--- src/rtl/fbdma_pkg.sv ---
// Shared definitions for the framebuffer refresh DMA.
// Assumes a byte-wide memory read path.
package fbdma_pkg;
    localparam int BYTE_W = 8;

    typedef enum logic [1:0] {
        ST_IDLE = 2'd0,   // bus released, waiting for a pacing tick
        ST_WAIT = 2'd1,   // request raised, waiting for grant
        ST_XFER = 2'd2,   // one byte read per cycle
        ST_REL  = 2'd3    // hand-over cycle after the last byte
    } burst_state_t;
endpackage

--- src/rtl/fbdma_pacer.sv ---
// Burst pacing timer: emits a one-cycle tick every INTERVAL clocks while
// enabled, with the first tick in the first enabled cycle.
// Assumes INTERVAL >= 1.
module fbdma_pacer #(
    parameter int INTERVAL = 100
) (
    input  logic clk,
    input  logic rst_n,
    input  logic enable,
    output logic tick
);
    localparam int CNT_W = (INTERVAL > 1) ? $clog2(INTERVAL) : 1;
    localparam logic [CNT_W-1:0] LAST = CNT_W'(INTERVAL - 1);

    logic [CNT_W-1:0] cnt_q;

    // Free-running modulo-INTERVAL counter, held at zero while disabled.
    always_ff @(posedge clk) begin
        if (!rst_n || !enable)
            cnt_q <= '0;
        else if (cnt_q == LAST)
            cnt_q <= '0;
        else
            cnt_q <= cnt_q + 1'b1;
    end

    // Tick when the counter sits at its origin.
    assign tick = enable && (cnt_q == '0);
endmodule

--- src/rtl/fbdma_addr_gen.sv ---
// Framebuffer address generator: keeps row and column counters, adds them
// to the latched base, and flags the first byte of a row and of a frame.
// Assumes advance is asserted once per byte read.
module fbdma_addr_gen #(
    parameter int ADDR_W    = 16,
    parameter int ROWS      = 64,
    parameter int ROW_BYTES = 16
) (
    input  logic              clk,
    input  logic              rst_n,
    input  logic              advance,
    input  logic              restart,
    input  logic [ADDR_W-1:0] fb_base,
    output logic [ADDR_W-1:0] addr,
    output logic              row_first,
    output logic              frame_first
);
    localparam int COL_W = (ROW_BYTES > 1) ? $clog2(ROW_BYTES) : 1;
    localparam int ROW_W = (ROWS > 1) ? $clog2(ROWS) : 1;
    localparam logic [COL_W-1:0] COL_LAST = COL_W'(ROW_BYTES - 1);
    localparam logic [ROW_W-1:0] ROW_LAST = ROW_W'(ROWS - 1);

    logic [COL_W-1:0]  col_q;
    logic [ROW_W-1:0]  row_q;
    logic [ADDR_W-1:0] base_q;
    logic              at_origin;

    assign at_origin = (col_q == '0) && (row_q == '0);

    // Column and row counters, wrapping at row end and frame end.
    always_ff @(posedge clk) begin
        if (!rst_n || restart) begin
            col_q <= '0;
            row_q <= '0;
        end else if (advance) begin
            if (col_q == COL_LAST) begin
                col_q <= '0;
                row_q <= (row_q == ROW_LAST) ? '0 : row_q + 1'b1;
            end else begin
                col_q <= col_q + 1'b1;
            end
        end
    end

    // Base follows fb_base only between frames.
    always_ff @(posedge clk) begin
        if (!rst_n)
            base_q <= '0;
        else if (at_origin && !advance)
            base_q <= fb_base;
    end

    assign addr = base_q
                + ADDR_W'(row_q) * ADDR_W'(ROW_BYTES)
                + ADDR_W'(col_q);
    assign row_first   = (col_q == '0);
    assign frame_first = at_origin;
endmodule

--- src/rtl/fbdma_burst_fsm.sv ---
// Burst sequencer: on a pacing tick it requests the bus, waits for grant,
// reads BURST_LEN bytes back to back, and then holds the request for one
// release cycle. A tick that arrives mid-burst is kept pending, one deep.
// Assumes the host keeps bus_gnt high once given while bus_req is high.
module fbdma_burst_fsm
    import fbdma_pkg::*;
#(
    parameter int BURST_LEN = 4
) (
    input  logic clk,
    input  logic rst_n,
    input  logic enable,
    input  logic tick,
    input  logic bus_gnt,
    output logic bus_req,
    output logic mem_rd,
    output logic idle
);
    localparam int BEAT_W = (BURST_LEN > 1) ? $clog2(BURST_LEN) : 1;
    localparam logic [BEAT_W-1:0] BEAT_LAST = BEAT_W'(BURST_LEN - 1);

    burst_state_t     state_q, state_d;
    logic [BEAT_W-1:0] beat_q;
    logic              pend_q;
    logic              start;

    assign start = enable && (tick || pend_q);

    // Next-state selection for the burst sequence.
    always_comb begin
        state_d = state_q;
        unique case (state_q)
            ST_IDLE: if (start)                state_d = ST_WAIT;
            ST_WAIT: if (bus_gnt)              state_d = ST_XFER;
            ST_XFER: if (beat_q == BEAT_LAST)  state_d = ST_REL;
            ST_REL:                            state_d = ST_IDLE;
            default:                           state_d = ST_IDLE;
        endcase
    end

    // State register.
    always_ff @(posedge clk) begin
        if (!rst_n)
            state_q <= ST_IDLE;
        else
            state_q <= state_d;
    end

    // Beat counter within a burst.
    always_ff @(posedge clk) begin
        if (!rst_n || state_q != ST_XFER)
            beat_q <= '0;
        else
            beat_q <= beat_q + 1'b1;
    end

    // Holds a tick that arrived while the bus was busy.
    always_ff @(posedge clk) begin
        if (!rst_n || !enable)
            pend_q <= 1'b0;
        else if (state_q != ST_IDLE && tick)
            pend_q <= 1'b1;
        else if (state_q == ST_IDLE)
            pend_q <= 1'b0;
    end

    assign bus_req = (state_q != ST_IDLE);
    assign mem_rd  = (state_q == ST_XFER);
    assign idle    = (state_q == ST_IDLE);
endmodule

--- src/rtl/fbdma_refresh.sv ---
// Framebuffer refresh DMA top: paces bursts, sequences the bus hand-over,
// generates addresses, and registers the display stream markers one cycle
// after each read, in step with the synchronous memory's data.
// Assumes INTERVAL >= BURST_LEN + 2 and FRAME_BYTES divisible by BURST_LEN.
module fbdma_refresh
    import fbdma_pkg::*;
#(
    parameter int ADDR_W     = 16,
    parameter int ROWS       = 64,
    parameter int ROW_BYTES  = 16,
    parameter int BURST_LEN  = 4,
    parameter int CLK_HZ     = 5_120_000,
    parameter int REFRESH_HZ = 200
) (
    input  logic              clk,
    input  logic              rst_n,
    input  logic              enable,
    input  logic [ADDR_W-1:0] fb_base,
    output logic              bus_req,
    input  logic              bus_gnt,
    output logic [ADDR_W-1:0] mem_addr,
    output logic              mem_rd,
    input  logic [BYTE_W-1:0] mem_rdata,
    output logic [BYTE_W-1:0] pix_data,
    output logic              pix_valid,
    output logic              pix_row_start,
    output logic              pix_frame_start
);
    localparam int FRAME_BYTES = ROWS * ROW_BYTES;
    localparam int BURSTS      = FRAME_BYTES / BURST_LEN;
    localparam int INTERVAL    = CLK_HZ / (REFRESH_HZ * BURSTS);

    logic tick, idle, row_first, frame_first;

    fbdma_pacer #(.INTERVAL(INTERVAL)) u_pacer (
        .clk    (clk),
        .rst_n  (rst_n),
        .enable (enable),
        .tick   (tick)
    );

    fbdma_burst_fsm #(.BURST_LEN(BURST_LEN)) u_fsm (
        .clk     (clk),
        .rst_n   (rst_n),
        .enable  (enable),
        .tick    (tick),
        .bus_gnt (bus_gnt),
        .bus_req (bus_req),
        .mem_rd  (mem_rd),
        .idle    (idle)
    );

    fbdma_addr_gen #(
        .ADDR_W    (ADDR_W),
        .ROWS      (ROWS),
        .ROW_BYTES (ROW_BYTES)
    ) u_addr (
        .clk         (clk),
        .rst_n       (rst_n),
        .advance     (mem_rd),
        .restart     (!enable && idle),
        .fb_base     (fb_base),
        .addr        (mem_addr),
        .row_first   (row_first),
        .frame_first (frame_first)
    );

    // Stream flags delayed to match the memory read latency.
    always_ff @(posedge clk) begin
        if (!rst_n) begin
            pix_valid       <= 1'b0;
            pix_row_start   <= 1'b0;
            pix_frame_start <= 1'b0;
        end else begin
            pix_valid       <= mem_rd;
            pix_row_start   <= mem_rd && row_first;
            pix_frame_start <= mem_rd && frame_first;
        end
    end

    assign pix_data = pix_valid ? mem_rdata : '0;
endmodule

--- config.mk ---
export PLATFORM = sky130hd
export DESIGN_NAME = fbdma_refresh
export DESIGN_NICKNAME = d
export VERILOG_FILES = /design/src/rtl/fbdma_pkg.sv /design/src/rtl/fbdma_pacer.sv /design/src/rtl/fbdma_addr_gen.sv /design/src/rtl/fbdma_burst_fsm.sv /design/src/rtl/fbdma_refresh.sv
export SDC_FILE = /design/constraint.sdc
export NUM_CORES = 1
export LEC_CHECK = 0
export BUFFER_PORTS_ARGS = -buffer_cell sky130_fd_sc_hd__clkbuf_2
export CAP_MARGIN = 0
export CORE_ASPECT_RATIO = 0.8
export CORE_MARGIN = 10
export CORE_UTILIZATION = 35
export DETAILED_ROUTE_END_ITERATION = 10
export HOLD_SLACK_MARGIN = 0.03
export PLACE_DENSITY = 0.57
export SLEW_MARGIN = 20
export SYNTH_ARGS = -nofsm -noshare
export SYNTH_HDL_FRONTEND = slang
export SYNTH_SLANG_ARGS = --single-unit
--- constraint.sdc ---
create_clock -name clk -period 2 [get_ports clk]
set_clock_uncertainty 0.2 [all_clocks]
set_input_delay 0.1 -clock clk [delete_from_list [all_inputs] [get_ports clk]]
set_output_delay 0.1 -clock clk [all_outputs]
set_load 0.05 [all_outputs]
Yosys cells after proc, flatten, opt, wreduce, memory -nomap -nowiden
Cells that the tools add are included.
{ "word_totals": {"in_bits": 28, "word_cells": 60, "reg_bits": 41} }
{ "op_classes": {"add_sub_neg": 6, "reduce_logical": 24, "n_eq_ne": 11, "mux": 9} }
{ "ops": {"columns": ["operator", "n"], "rows": [
  ["adder 16 x 10 -> 16 bit", 1],
  ["adder 16 x 4 -> 16 bit", 1],
  ["logical AND 1 bit", 8],
  ["2-to-1 mux 8 bit", 1],
  ["one-hot mux 2 bit (4 select lines)", 1],
  ["adder 7 x 1 -> 7 bit (second input constant)", 1],
  ["equality test 7 bit (second input constant)", 1],
  ["logical NOT 7 bit", 1],
  ["adder 6 x 1 -> 6 bit (second input constant)", 1],
  ["equality test 2 bit (second input constant)", 3],
  ["equality test 6 bit (second input constant)", 1],
  ["logical NOT 6 bit", 1],
  ["2-to-1 mux 2 bit", 3],
  ["2-to-1 mux 6 bit", 1],
  ["adder 4 x 1 -> 4 bit (second input constant)", 1],
  ["equality test 4 bit (second input constant)", 1],
  ["logical NOT 4 bit", 1],
  ["logical OR 1 bit", 4],
  ["2-to-1 mux 4 bit", 1],
  ["!= test 2 x 1 -> 1 bit (second input constant)", 2],
  ["!= test 2 bit (second input constant)", 2],
  ["nonzero test 2 bit", 2],
  ["logical NOT 1 bit", 3],
  ["AND reduction 3 bit", 1],
  ["6 further kinds", 7]
]} }

Longest topological paths before layout
{ "logic_depth": {"word_depth": 6, "ltp_mapped": 7} }

Modules after synthesis
Synthesis repeated with hierarchy kept, for this count alone.
{ "unflattened": {"cells_unflattened": 266, "area_unflattened_um2": 2422.3} }
{ "by_module_without_submodules": {"columns": ["mod", "instances", "seq_area_each_um2", "area_each_um2", "cells_per_inst"], "rows": [
  ["fbdma_addr_gen", 1, 520.5, 1695.4, 187],
  ["fbdma_pacer", 1, 140.1, 336.6, 37],
  ["fbdma_burst_fsm", 1, 100.1, 255.2, 27],
  ["fbdma_refresh", 1, 60.1, 135.1, 15]
]} }

Worst setup path before layout
Ideal clock, no wire load.
{ "synth_timing": {"path_kind": "reg-to-output", "startpoint": "reg u_addr.col_q[0]", "endpoint": "out mem_addr[14]", "t_arrival_ps": 2346, "path_buffers": 0, "setup_slack_ps": -646, "path_stages_with_launch": 8, "cell_sequence": "dfxtp_1 > ha_1 > fa_1 > a211oi_1 > o21a_1 > o211ai_1 > nand4_1 > xnor2_1"} }
{ "synth_via": {"elab_chain_cells": 1} }
{ "synth_lines": {"columns": ["element", "line", "rtl"], "rows": [
  ["from (decl)", "fbdma_addr_gen.sv:23", "logic [COL_W-1:0] col_q;"],
  ["from (signal assigned)", "fbdma_addr_gen.sv:40", "col_q <= col_q + 1'b1;"],
  ["adder 16 x 4 -> 16 bit", "fbdma_addr_gen.sv:55", "+ ADDR_W'(col_q);"],
  ["to (decl)", "fbdma_refresh.sv:21", "output logic [ADDR_W-1:0] mem_addr,"]
]} }
Every way passes these cells.

Worst setup path in the final report
{ "layout_timing": {"startpoint": "reg u_addr.base_q[4]", "endpoint": "out mem_addr[9]"} }
{ "layout_via": {"elab_chain_cells": 2} }
{ "layout_lines": {"columns": ["element", "line", "rtl"], "rows": [
  ["from (decl)", "fbdma_addr_gen.sv:25", "logic [ADDR_W-1:0] base_q;"],
  ["from (signal assigned)", "fbdma_addr_gen.sv:50", "base_q <= fb_base;"],
  ["adder 16 x 10 -> 16 bit", "fbdma_addr_gen.sv:54", "+ ADDR_W'(row_q) * ADDR_W'(ROW_BYTES)"],
  ["adder 16 x 4 -> 16 bit", "fbdma_addr_gen.sv:55", null]
]} }
Every way passes these cells.

==> impl_metrics.json <==
{
  "outcome": "complete, but fails checks",
  "violations": "setup timing",
  "final_hold_viol_count": 0,
  "clock_tree.root_cell": "clkbuf_8",
  "multiInputGateArea_sq_um": 1898,
  "grt_pass1_wl_um": 10110,
  "p_leak_nw": 1.840,
  "power_w": 0.003731,
  "syn_area_per_cell_sq_um": 9.090,
  "crit_buf_inv": 1,
  "synth_edf_count": 0,
  "ys_seq_elements": 41,
  "core-area_sq_um": 6474,
  "wl_per_cell_um": 13.94,
  "crit_path_cell_trace": "ha_4 -> or3_4 -> a21oi_4 -> a21oi_2 -> or4b_1 -> nand4b_1 -> buf_12",
  "cp.required_ps": 1700,
  "grt_setup_unrepaired": "true",
  "tightest_slew_ps": 423.6,
  "crit_type": "reg2out",
  "grt_use_total_pct": 11.70,
  "synth_nets": 310,
  "setup_violations": 13,
  "slew_headroom_pct": 71.76,
  "arrival_ps": 2310,
  "grt_max_degree": 23,
  "cts_buffer_depth": 2,
  "yosysSeqAreaShare_pct": 34.73,
  "drt_pre_antenna_iters": 4,
  "drv_slew": 0,
  "synthCells": 260,
  "fillers": 522,
  "period_minus_slack_ps": 2607,
  "drt-vias-per-instance": 4.696,
  "routed_wl_um": 6469,
  "drtAntennaViolNets": 0,
  "rows": 26,
  "post-place-ws_ps": -268.0,
  "maxCapViolCount": 0,
  "holdWs_ps": 52.23,
  "grt_overflow": 0,
  "p_per_area_nw_per_um2": 925.6,
  "crit_path_end_kind": "output pin",
  "synth.distinct_cells": 43,
  "clkSinkCount": 41,
  "cp_slowest_cell": "or4b_1",
  "clk_latency_ps": 300,
  "drc": 0,
  "antenna_cells": 0,
  "ys_async_sr_fraction_pct": 0,
  "netlist_area_sq_um": 2364,
  "layout_common_cells": "clkbuf_2, buf_4, dfxtp_1, nor2b_1, nor2_1",
  "area_growth_pct": 70.57,
  "dpl.hpwl_um": 4768,
  "pin_count": 57,
  "initialDrtViolationCount": 43,
  "drive_gt1_share_pct": 42.11,
  "cp_top_family": "simple AND/OR/NAND/NOR gates",
  "nNetsFinal": 429,
  "fmax_ghz": 0.3836,
  "die_area_sq_um": 10460,
  "ys.flop_type": "dfxtp_1",
  "place_congestion": 0.7301,
  "vias": 2179,
  "start_util_pct": 36.51,
  "tns_ps": -5394,
  "grt_pass1_vias": 2074,
  "path_clk_slew_ps": 90,
  "critPathLaunchType": "flip-flop",
  "yosysWarnings": 0,
  "vdd_drop_max_uv": 508.9,
  "io_buffers": 56,
  "min_path_type": "in2reg",
  "critical-path-max-stage-delay_ps": 480,
  "setup_ws_ps": -606.9,
  "cp_max_fo": 3,
  "die_y_um": 93.50,
  "numCtsBuffers": 5,
  "h-tree-depth": 2,
  "die_width_um": 111.9,
  "regArea_sq_um": 843.3,
  "mostFrequentLayoutCell": "clkbuf_2",
  "finalCritPeriodShare_pct": 130.3,
  "cts_tree": "yes",
  "antenna_found_initial": 0
}
-- what timing repair did --
action | 4_1_cts | 5_1_grt
buffers inserted | 3 | 7
resized for setup | 17 | 36
endpoints found under the hold margin | 17 | 0
cloned | 0 | 1
pin swaps | 13 | 19
setup endpoints to repair | 14 | 21
hold buffers | 17 | 0
-- state kept, by name, indices dropped and copies added, names as in the netlist --
register / flops
pix_frame_start: 1
u_fsm.state_q: 2
pix_valid: 1
u_fsm.beat_q: 2
u_fsm.pend_q: 1
pix_row_start: 1
u_pacer.cnt_q: 7
u_addr.col_q: 4
u_addr.row_q: 6
u_addr.base_q: 16
-- worst min-delay path, cell delays in order --
cell and delay [ps]:
clkbuf_2 70, nand2b_1 150, nand3_1 120, a21oi_1 70
-- metal layers --
metal	track usage (%)	wire length [um]	up-vias
li1	-	-	1143
met1	14.80	3062	993
met2	18.41	3036	36
met3	4.215	298	7
met4	3.205	73	0
met5	0	0	-
-- per-stage QoR --
stage          cells  area, sq um  utilization [%]
5_1_grt          464         4031            62.27
2_1_floorplan    260         2611                -
3_3_place_gp     433         3442            53.17
6_report         464         4031            62.27
4_1_cts          459         3804            58.76
3_5_place_dp     433         3442            53.17
-- synth_stat cells, drive strengths merged (2+ instances only) --
| master | instances | area, sq um |
|---|---|---|
| nand2b | 2 | 12.51 |
| xor2 | 9 | 78.83 |
| clkbuf | 4 | 16.26 |
| dfxtp | 41 | 820.8 |
| nor2 | 21 | 78.83 |
| buf | 2 | 23.77 |
| and2 | 9 | 56.30 |
| nand4 | 6 | 37.54 |
| o21ai | 7 | 35.03 |
| xnor2 | 13 | 113.9 |
| a21oi | 14 | 70.07 |
| o21a | 3 | 22.52 |
| nor2b | 20 | 125.1 |
| and3 | 4 | 26.28 |
| inv | 14 | 52.55 |
| a211oi | 3 | 22.52 |
| nand3 | 5 | 25.02 |
| a21o | 3 | 22.52 |
| nand4b | 2 | 17.52 |
| nor3 | 8 | 51.30 |
| o211ai | 3 | 22.52 |
| nand2 | 13 | 48.80 |
| or3 | 2 | 12.51 |
| mux2i | 18 | 180.2 |
| ha | 21 | 262.8 |
-- kinds of logic after synthesis --
family / after synthesis / share of synthesized area (%)
flops: 41 / 34.73
xor+xnor: 22 / 8.153
compound gates: 39 / 10.43
fa+ha+maj: 22 / 11.96
mux: 18 / 7.623
buf+inv: 20 / 3.917
simple gates: 98 / 23.19
-- power by group --
| group | switching (W) | leakage, nW | internal [W] | total (W) |
|---|---|---|---|---|
| logic | 0.00113 | 1.45 | 0.000968 | 0.00210 |
| clock network | 0.000321 | 0.0447 | 0.000252 | 0.000573 |
| registers | 0.000121 | 0.341 | 0.000942 | 0.00106 |
| total | 0.00157 | 1.84 | 0.00216 | 0.00373 |
-- worst paths after layout --
check / from / cells past startpoint / slack, ps / endpoint
min reg2reg: u_fsm.beat_q[0] / 1 / 230 / u_fsm.beat_q[0]
max reg2reg: u_addr.row_q[5] / 7 / 80 / u_addr.base_q[4]
min: bus_gnt / 4 / 50 / u_fsm.state_q[0]
max: u_addr.base_q[4] / 7 / -610 / mem_addr[9]
-- layout make-up --
cell class,instances,area share (%)
Clock buffer,5,1.707
Clock inverter,3,0.6207
Inverter,14,1.304
Multi-Input combinational cell,199,47.08
Sequential cell,41,20.92
Tap cell,84,2.607
Timing Repair Buffer,118,25.76
(Power assumes the default switching activity.)
